[src/rtl/dbg_seq_pkg.sv]
package dbg_seq_pkg;
  localparam int ADDR_W = 17;
  localparam int IDX_W  = 5;

  typedef enum logic [3:0] {
    OP_HALT = 4'd0, OP_RESUME = 4'd1, OP_STEP = 4'd2, OP_STATUS = 4'd3,
    OP_RD_CFG = 4'd4, OP_WR_CFG = 4'd5, OP_ERASE = 4'd6, OP_GET_PC = 4'd7,
    OP_SET_PC = 4'd8, OP_GET_ID = 4'd9, OP_PEEK_D = 4'd10, OP_POKE_D = 4'd11,
    OP_PEEK_C = 4'd12, OP_WAIT_HALT = 4'd13, OP_BAD14 = 4'd14, OP_BAD15 = 4'd15
  } op_e;

  typedef enum logic [1:0] {CAP_NONE, CAP_LO, CAP_HI} cap_e;

  typedef struct packed {
    logic       wr;
    logic [7:0] b;
    cap_e       cap;
  } step_t;

  function automatic step_t wr_b(logic [7:0] b);
    return '{wr: 1'b1, b: b, cap: CAP_NONE};
  endfunction

  function automatic step_t rd_s(cap_e c);
    return '{wr: 1'b0, b: 8'h00, cap: c};
  endfunction

  function automatic int seq_len(op_e op);
    case (op)
      OP_WR_CFG, OP_GET_PC, OP_SET_PC, OP_GET_ID: return 3;
      OP_PEEK_D: return 10;
      OP_POKE_D: return 12;
      OP_PEEK_C: return 19;
      default:   return 2;
    endcase
  endfunction
endpackage

[src/rtl/dbg_seq_step.sv]
module dbg_seq_step
  import dbg_seq_pkg::*;
(
  input  op_e               op_i,
  input  logic [IDX_W-1:0]  idx_i,
  input  logic [ADDR_W-1:0] addr_i,
  input  logic [7:0]        data_i,
  output step_t             step_o,
  output logic              last_o
);
  logic [7:0] hi, lo, bank_b;
  assign hi     = addr_i[15:8];
  assign lo     = addr_i[7:0];
  assign bank_b = {2'b00, addr_i[16:15], 4'h1};
  assign last_o = (idx_i == IDX_W'(seq_len(op_i) - 1));

  always_comb begin
    step_o = rd_s(CAP_NONE);
    case (op_i)
      OP_HALT:    step_o = (idx_i == 0) ? wr_b(8'h44) : rd_s(CAP_LO);
      OP_RESUME:  step_o = (idx_i == 0) ? wr_b(8'h4C) : rd_s(CAP_LO);
      OP_STEP:    step_o = (idx_i == 0) ? wr_b(8'h5C) : rd_s(CAP_LO);
      OP_STATUS,
      OP_WAIT_HALT: step_o = (idx_i == 0) ? wr_b(8'h3F) : rd_s(CAP_LO);
      OP_RD_CFG:  step_o = (idx_i == 0) ? wr_b(8'h24) : rd_s(CAP_LO);
      OP_ERASE:   step_o = (idx_i == 0) ? wr_b(8'h14) : rd_s(CAP_LO);
      OP_WR_CFG:
        case (idx_i)
          0: step_o = wr_b(8'h1D);
          1: step_o = wr_b(data_i);
          default: step_o = rd_s(CAP_LO);
        endcase
      OP_GET_PC, OP_GET_ID:
        case (idx_i)
          0: step_o = wr_b(op_i == OP_GET_PC ? 8'h28 : 8'h68);
          1: step_o = rd_s(CAP_HI);
          default: step_o = rd_s(CAP_LO);
        endcase
      OP_SET_PC:
        case (idx_i)
          0: step_o = wr_b(8'h02);
          1: step_o = wr_b(hi);
          default: step_o = wr_b(lo);
        endcase
      OP_PEEK_D:
        case (idx_i)
          0, 5: step_o = wr_b(8'h57);
          1: step_o = wr_b(8'h90);
          2: step_o = wr_b(hi);
          3: step_o = wr_b(lo);
          6: step_o = wr_b(8'hE0);
          7, 8: step_o = wr_b(8'h00);
          9: step_o = rd_s(CAP_LO);
          default: step_o = rd_s(CAP_NONE);
        endcase
      OP_POKE_D:
        case (idx_i)
          0: step_o = wr_b(8'h57);
          1: step_o = wr_b(8'h90);
          2: step_o = wr_b(hi);
          3: step_o = wr_b(lo);
          5: step_o = wr_b(8'h56);
          6: step_o = wr_b(8'h74);
          7: step_o = wr_b(data_i);
          9: step_o = wr_b(8'h55);
          10: step_o = wr_b(8'hF0);
          default: step_o = rd_s(CAP_NONE);
        endcase
      OP_PEEK_C:
        case (idx_i)
          0, 5, 14: step_o = wr_b(8'h57);
          1: step_o = wr_b(8'h75);
          2: step_o = wr_b(8'hC7);
          3: step_o = wr_b(bank_b);
          6: step_o = wr_b(8'h90);
          7: step_o = wr_b(hi);
          8: step_o = wr_b(lo);
          10: step_o = wr_b(8'h56);
          11: step_o = wr_b(8'hE4);
          12, 16, 17: step_o = wr_b(8'h00);
          15: step_o = wr_b(8'h93);
          18: step_o = rd_s(CAP_LO);
          default: step_o = rd_s(CAP_NONE);
        endcase
      default: step_o = rd_s(CAP_NONE);
    endcase
  end
endmodule

[src/rtl/dbg_poll_timer.sv]
module dbg_poll_timer #(
  parameter int MAX_POLLS = 8
) (
  input  logic clk_i,
  input  logic rst_ni,
  input  logic clr_i,
  input  logic bump_i,
  output logic last_o
);
  localparam int CW = (MAX_POLLS > 1) ? $clog2(MAX_POLLS) : 1;
  logic [CW-1:0] cnt_q;

  always_ff @(posedge clk_i or negedge rst_ni) begin
    if (!rst_ni)     cnt_q <= '0;
    else if (clr_i)  cnt_q <= '0;
    else if (bump_i) cnt_q <= cnt_q + 1'b1;
  end

  assign last_o = (cnt_q == CW'(MAX_POLLS - 1));
endmodule

[src/rtl/dbg_seq.sv]
module dbg_seq
  import dbg_seq_pkg::*;
#(
  parameter int HALT_BIT  = 5,
  parameter int MAX_POLLS = 8
) (
  input  logic        clk_i,
  input  logic        rst_ni,
  input  logic        start_i,
  input  logic [3:0]  op_i,
  input  logic [16:0] addr_i,
  input  logic [7:0]  data_i,
  output logic        done_o,
  output logic        err_o,
  output logic [15:0] result_o,
  output logic        byte_req_o,
  output logic        byte_wr_o,
  output logic [7:0]  byte_tx_o,
  input  logic        byte_ack_i,
  input  logic [7:0]  byte_rx_i
);
  typedef enum logic {ST_IDLE, ST_BUSY} st_e;

  st_e               st_q;
  op_e               op_q;
  logic [ADDR_W-1:0] addr_q;
  logic [7:0]        data_q;
  logic [IDX_W-1:0]  idx_q;
  logic [15:0]       result_q;
  logic              err_q, done_q;
  step_t             step;
  logic              last, tmr_last, accept, op_ok, halted, poll_again;

  assign op_ok  = (op_i <= 4'd13);
  assign accept = (st_q == ST_IDLE) && start_i;
  assign halted = byte_rx_i[HALT_BIT];
  assign poll_again = (st_q == ST_BUSY) && byte_ack_i && last &&
                      (op_q == OP_WAIT_HALT) && !halted;

  dbg_seq_step u_step (
    .op_i   (op_q),
    .idx_i  (idx_q),
    .addr_i (addr_q),
    .data_i (data_q),
    .step_o (step),
    .last_o (last)
  );

  dbg_poll_timer #(.MAX_POLLS(MAX_POLLS)) u_tmr (
    .clk_i  (clk_i),
    .rst_ni (rst_ni),
    .clr_i  (accept),
    .bump_i (poll_again && !tmr_last),
    .last_o (tmr_last)
  );

  always_ff @(posedge clk_i or negedge rst_ni) begin
    if (!rst_ni) begin
      st_q     <= ST_IDLE;
      op_q     <= OP_HALT;
      addr_q   <= '0;
      data_q   <= '0;
      idx_q    <= '0;
      result_q <= '0;
      err_q    <= 1'b0;
      done_q   <= 1'b0;
    end else begin
      done_q <= 1'b0;
      if (st_q == ST_IDLE) begin
        if (start_i) begin
          result_q <= '0;
          idx_q    <= '0;
          if (op_ok) begin
            err_q  <= 1'b0;
            op_q   <= op_e'(op_i);
            addr_q <= addr_i;
            data_q <= data_i;
            st_q   <= ST_BUSY;
          end else begin
            err_q  <= 1'b1;
            done_q <= 1'b1;
          end
        end
      end else if (byte_ack_i) begin
        if (step.cap == CAP_LO) result_q[7:0]  <= byte_rx_i;
        if (step.cap == CAP_HI) result_q[15:8] <= byte_rx_i;
        if (!last) begin
          idx_q <= idx_q + 1'b1;
        end else if (poll_again && !tmr_last) begin
          idx_q <= '0;
        end else begin
          err_q  <= poll_again;
          done_q <= 1'b1;
          st_q   <= ST_IDLE;
        end
      end
    end
  end

  assign done_o     = done_q;
  assign err_o      = err_q;
  assign result_o   = result_q;
  assign byte_req_o = (st_q == ST_BUSY);
  assign byte_wr_o  = step.wr;
  assign byte_tx_o  = step.wr ? step.b : 8'h00;
endmodule

[config.mk]
export PLATFORM = sky130hd
export DESIGN_NAME = dbg_seq
export DESIGN_NICKNAME = d
export VERILOG_FILES = /design/src/rtl/dbg_seq_pkg.sv /design/src/rtl/dbg_seq_step.sv /design/src/rtl/dbg_poll_timer.sv /design/src/rtl/dbg_seq.sv
export SDC_FILE = /design/constraint.sdc
export NUM_CORES = 1
export LEC_CHECK = 0
export BUFFER_PORTS_ARGS = -buffer_cell sky130_fd_sc_hd__buf_2
export CAP_MARGIN = 40
export CORE_MARGIN = 3
export CORE_UTILIZATION = 61
export DETAILED_ROUTE_END_ITERATION = 7
export PLACE_DENSITY = 0.95
export SYNTH_ARGS = -nofsm -noshare
export SYNTH_HDL_FRONTEND = slang
export SYNTH_SLANG_ARGS = --single-unit
[constraint.sdc]
create_clock -name clk_i -period 5.76 [get_ports clk_i]
set_input_delay 0 -clock clk_i [delete_from_list [all_inputs] [get_ports clk_i]]
set_output_delay 0 -clock clk_i [all_outputs]
set_load 0.01 [all_outputs]
## After elaboration in Yosys (flattened, before gate mapping)

Cells that the tools add are included.

| storage, ports and cells | value |
|---|---|
| register bits | 56 |
| bits of input ports | 41 |
| output and inout port bits | 28 |
| logic and storage cells | 123 |

| cells by class | value |
|---|---|
| $add $sub $neg | 3 |
| magnitude comparators | 1 |
| equal/unequal tests | 39 |
| multiplexer cells | 45 |
| bitwise gates (word level) | 1 |
| reductions and logical operators | 24 |

Operators by type and width:

| operator | number |
|---|---|
| $pmux W11 S12 | 2 |
| $pmux W11 S9 | 1 |
| $pmux W11 S7 | 1 |
| $mux W11 | 6 |
| $mux W16 | 3 |
| $pmux W11 S2 | 2 |
| $eq A5 B4 Y1 const B | 7 |
| $mux W5 | 5 |
| $eq A4 B4 Y1 const B | 6 |
| $mux W8 | 3 |
| $pmux W10 S2 | 1 |
| $pmux W5 S4 | 1 |
| $mux W1 | 17 |
| $eq A4 B3 Y1 const B | 4 |
| $eq A5 B3 Y1 const B | 3 |
| $eq A5 B5 Y1 const B | 3 |
| $reduce_and A3 Y1 | 4 |
| $eq A5 B2 Y1 const B | 2 |
| $eq A4 B2 Y1 const B | 2 |
| $reduce_or A2 Y1 | 4 |
| $mux W7 | 1 |
| $logic_and A1 B1 Y1 | 6 |
| $mux W3 | 2 |
| $ne A2 B1 Y1 const B | 3 |
| other kinds (20) | 24 |

## Depth between registers and ports, before layout

| logic depth | value |
|---|---|
| depth in word-level cells | 13 |
| mapped depth | 10 |
| depth with buffers taken out | 8 |

## Hierarchy

From an unflattened synthesis, not the netlist that was laid out.

| unflattened totals | value |
|---|---|
| cells, all modules | 455 |
| area total of the unflattened synthesis | 4052.6 um^2 |

Modules (own cells, without submodules):

| module | times used | cells an instance | area an instance (um^2) | seq. area each (um^2) |
|---|---|---|---|---|
| dbg_seq | 1 | 183 | 2294.7 | 1326.3 |
| dbg_seq_step | 1 | 261 | 1617.8 | 0.0 |
| dbg_poll_timer | 1 | 11 | 140.1 | 75.1 |

## Least setup slack after synthesis

No wires, ideal clock.

| timing | value |
|---|---|
| path type | reg-to-output |
| start point | register idx_q[2] |
| end point | output port byte_tx_o[4] |
| arrival | 2.842 ns |
| required time | 5.760 ns |
| path slack | 2.918 ns |
| cell stages (with the launch flop) | 11 |
| path buffers | 3 |
| cell sequence | dfrtp_1 -> buf_2 -> clkbuf_1 -> clkbuf_1 -> and3_1 -> ha_1 -> or4_1 -> o221ai_2 -> a21oi_2 -> a22o_1 -> or4_1 |

| on the way | value |
|---|---|
| word-level cells in the longest chain between the ends | 5 |
| elaborated cells on any way between the ends | 35 |
| those cells by class | eq/ne: 16; mux: 14; reduce/logical: 5 |

Ends and longest elaborated chain:

| element | RTL line | source |
|---|---|---|
| start: declaration | dbg_seq.sv:28 | `logic [IDX_W-1:0] idx_q;` |
| start signal: assignment | dbg_seq.sv:88 | `idx_q <= idx_q + 1'b1;` |
| $eq A5 B4 Y1 (tied with other cells) | dbg_seq_step.sv:70 | `case (idx_i)` |
| $reduce_or A3 Y1 or $reduce_or A2 Y1 (tied branches) | dbg_seq_step.sv:70, dbg_seq_step.sv:46 |  |
| $pmux W11 S12 or $pmux W11 S7 (tied branches) | dbg_seq_step.sv:70, dbg_seq_step.sv:46 |  |
| $pmux W11 S12 (*) | dbg_seq_step.sv:19 | `case (op_i)` |
| $mux W8 (*) | dbg_seq.sv:105 | `assign byte_tx_o = step.wr ? step.b : 8'h00;` |
| end: declaration | dbg_seq.sv:18 | `output logic [7:0] byte_tx_o,` |

Every way passes the cells marked *; elsewhere a longest branch is shown, timed or not.

## Worst setup path after layout

| timing | value |
|---|---|
| start point | register idx_q[0] |
| end point | output port byte_tx_o[0] |

The elaborated chain is that of the path after synthesis.

==> metrics.yaml <==
clock_network:
  clockRootBuffer: "clkbuf_8"
  cts-buffers-inserted: 5
  cts-hold-fix-buffers: 38
  cts.path.max_buffers: 2
  cts_setup_buffers: 0
  cts_resized: 0
  cts_tree: "done"
  clkSinkCount: 56
  clock_latency_ps: 320
  clk_pin_slew_ps: 100
  cts-htree-levels: 2
synth:
  synth_area_um2: 3750
  ys_types: 63
  ys_async_sr_fraction: 1.00
  syn_nets: 529
  synth_enable_flop_cells: 0
  synth-seq-area-share: 0.373
  synth_top_flop_cell: "dfrtp_1"
  synth_common_cells: "nand2_1 (136), dfrtp_1 (56), clkbuf_1 (30), o21ai_0 (27), a21oi_1 (24)"
  synthCells: 481
  syn_avg_cell_area_um2: 7.81
  yosysMostFrequentCell: "nand2_1"
  yosys_warnings: 0
  synth_top_area_cell: "dfrtp_1"
  synth_top_cells_by_area: "dfrtp_1 (37%), nand2_1 (14%), o21ai_0 (3.6%), a21oi_1 (3.2%), clkbuf_1 (3.0%)"
  synth_top_area_share: 0.373
  ys_ff_latch: 56
power:
  switchingPower_w: 0.00143
  comb_power_share: 0.573
  switching_share: 0.543
  seq_power_share: 0.339
  powerDensity_nw_per_um2: 578
  leakagePower_nw: 2.12
  max-vdd-ir-drop_v: 0.000375
  pwr-share-clk: 0.088
  p_int_w: 0.00121
grt:
  grt_pass1_vias: 4359
  met1_usage: 0.541
  grt_max_degree: 57
  grtUsageMet3: 0.140
  grt_remaining_overflow: 0
  grt_pass1_wl_mm: 23.3
  top_usage_layer: "met2"
  use_met2: 0.608
  antenna_found_initial: 0
  grtUsageTotal: 0.411
finish:
  drive_gt1_frac: 0.164
  diodes: 0
  post-route-util: 0.796
  fin_nets: 614
  area_delta_synth_final_pct: 21.7
sta:
  final_hold_viol_count: 0
  fin_crit_ps: 3490
  post-route-period-util: 0.606
  rsz0062_at_grt: "false"
  finClkSkew_ps: 10.5
  slew_violations: 0
  finalSetupViolations: 0
  fmax_ghz: 0.286
  setup_tns_ps: 0
  slew_headroom: 0.338
  worst_pin_slew_ps: 990
placement:
  port_buffers: 68
  dp_hpwl_mm: 8.57
  routabilityCongestion: 1.10
floorplan:
  die_y_um: 84.5
  rows: 27
  core_area_um2: 5740
  initial_core_util: 0.654
  ioPinCount: 69
  die_area_um2: 7130
  die_w_um: 84.5
min_path:
  hold_path_class: "in2reg"
outcome:
  status: "finished, violations left"
  violations: "DRC"
detailed_routing:
  drtIter0Drc: 1006
  dr.pass1.iters: 8
  wl_per_cell_um: 22.5
  drc: 1
  wl_mm: 14.4
  ant_nets: 0
  vias_per_cell: 7.26
  vias: 4639
setup_path:
  critical_path_required_ps: 5760
  worst-path-buf-inv: 2
  endpoint_kind: "output port"
  path_cells: "inv_1, ha_1, nor2_1, nor4_1, o21ai_0, o22ai_1, a21oi_1, o311ai_0, buf_2"
  critPathLaunchType: "flop"
  worstPathMaxFanout: 17
  crit_type: "reg2out"
  worst_path_max_delay_cell: "nor4_1"
  cpLargestDelayFamily: "compound AO/OA/AOI/OAI gates"
  cpPeakStageDelay_ps: 670
  cp_data_arrival_time_ps: 3490
run:
  maxCapViolCount: 0
cell families after synthesis:
family,after synthesis,synth area share
XOR/XNOR,2,0.00467
AND/OR/NAND/NOR,228,0.286
buffers and inverters,44,0.0473
multiplexers,5,0.0140
AO/OA/AOI/OAI,139,0.252
adder cells (fa/ha/maj),7,0.0233
flip-flops,56,0.373
path summary, 6_finish.rpt:
check | to | from | cells past startpoint | slack, ps
setup / recovery | byte_tx_o[0] | idx_q[0]$_DFFE_PN0P_ | 9 | 2270
hold / removal | byte_req_o$_DFF_PN0_ | byte_ack_i | 3 | 40
setup reg to reg | result_o[3]$_DFFE_PN0P_ | idx_q[0]$_DFFE_PN0P_ | 10 | 2660
hold reg to reg | result_o[15]$_DFFE_PN0P_ | result_o[15]$_DFFE_PN0P_ | 2 | 520
max in group asynchronous | addr_q[6]$_DFFE_PN0P_ | rst_ni | 3 | 4880
min in group asynchronous | result_o[6]$_DFFE_PN0P_ | rst_ni | 3 | 390
placed cells by master (no fill, tap or decap), types with 6 or more instances in the layout:
cell type	n
inv_1	7
buf_2	69
nor2b_1	11
a31oi_1	7
o22ai_1	6
o21ai_0	27
nand2b_1	6
and3_1	7
nand2_1	136
a21oi_1	24
nand3_1	9
nor3_1	6
dlygate4sd3_1	38
dfrtp_1	56
a22oi_1	9
o21ai_1	13
nor2_1	21
a211oi_1	7
ha_1	7
per-stage QoR:
stage | hold slack (ps) | setup WS (ps) | instance area [um2] | instances | power (W)
after global placement | 158 | 2710 | 4060 | 589 | 0.00218
after detailed placement | 183 | 2730 | 4100 | 593 | 0.00223
after global routing | 62.5 | 2070 | 4570 | 639 | 0.00278
final | 39.6 | 2270 | 4570 | 639 | 0.00264
after CTS | 33.8 | 2390 | 4570 | 639 | 0.00247
after floorplan | -296 | 2920 | 3750 | 481 | 0.00176
layout make-up:
| class | instances | area [um2] |
|---|---|---|
| inverters | 9 | 33.8 |
| clock inverters | 3 | 22.5 |
| repair buffers | 113 | 778 |
| well taps | 72 | 90.1 |
| flip-flops and latches | 56 | 1400 |
| fillers | 340 | 1170 |
| multi-input cells | 381 | 2180 |
| clock buffers | 5 | 68.8 |
routing by layer:
metal	up-vias	part of all wire
met3	131	0.16
met4	2	0.065
met2	502	0.43
met5	-	0.00076
li1	1899	-
met1	2105	0.34
power by group through the flow:
| stage | logic (W) | clock network (W) | registers [W] |
|---|---|---|---|
| 3_3_place_gp | 0.00134 | 0 | 0.000839 |
| 4_1_cts | 0.00140 | 0.000227 | 0.000843 |
| 5_1_grt | 0.00163 | 0.000244 | 0.000903 |
| 2_1_floorplan | 0.00107 | 0 | 0.000691 |
| 3_5_place_dp | 0.00138 | 0 | 0.000850 |
| 6_report | 0.00151 | 0.000232 | 0.000895 |
state kept, by name (all words and copies together), names as in the netlist:
name and count:
byte_req_o 1, err_o 1, addr_q 17, data_q 8
idx_q 5, done_o 1, u_tmr.cnt_q 3, op_q 4
result_o 16
worst min-delay path, cell delays in order:
cell and delay [ps]:
buf_2 110, and3_1 150, o21ai_0 70
(Power assumes the default switching activity.)
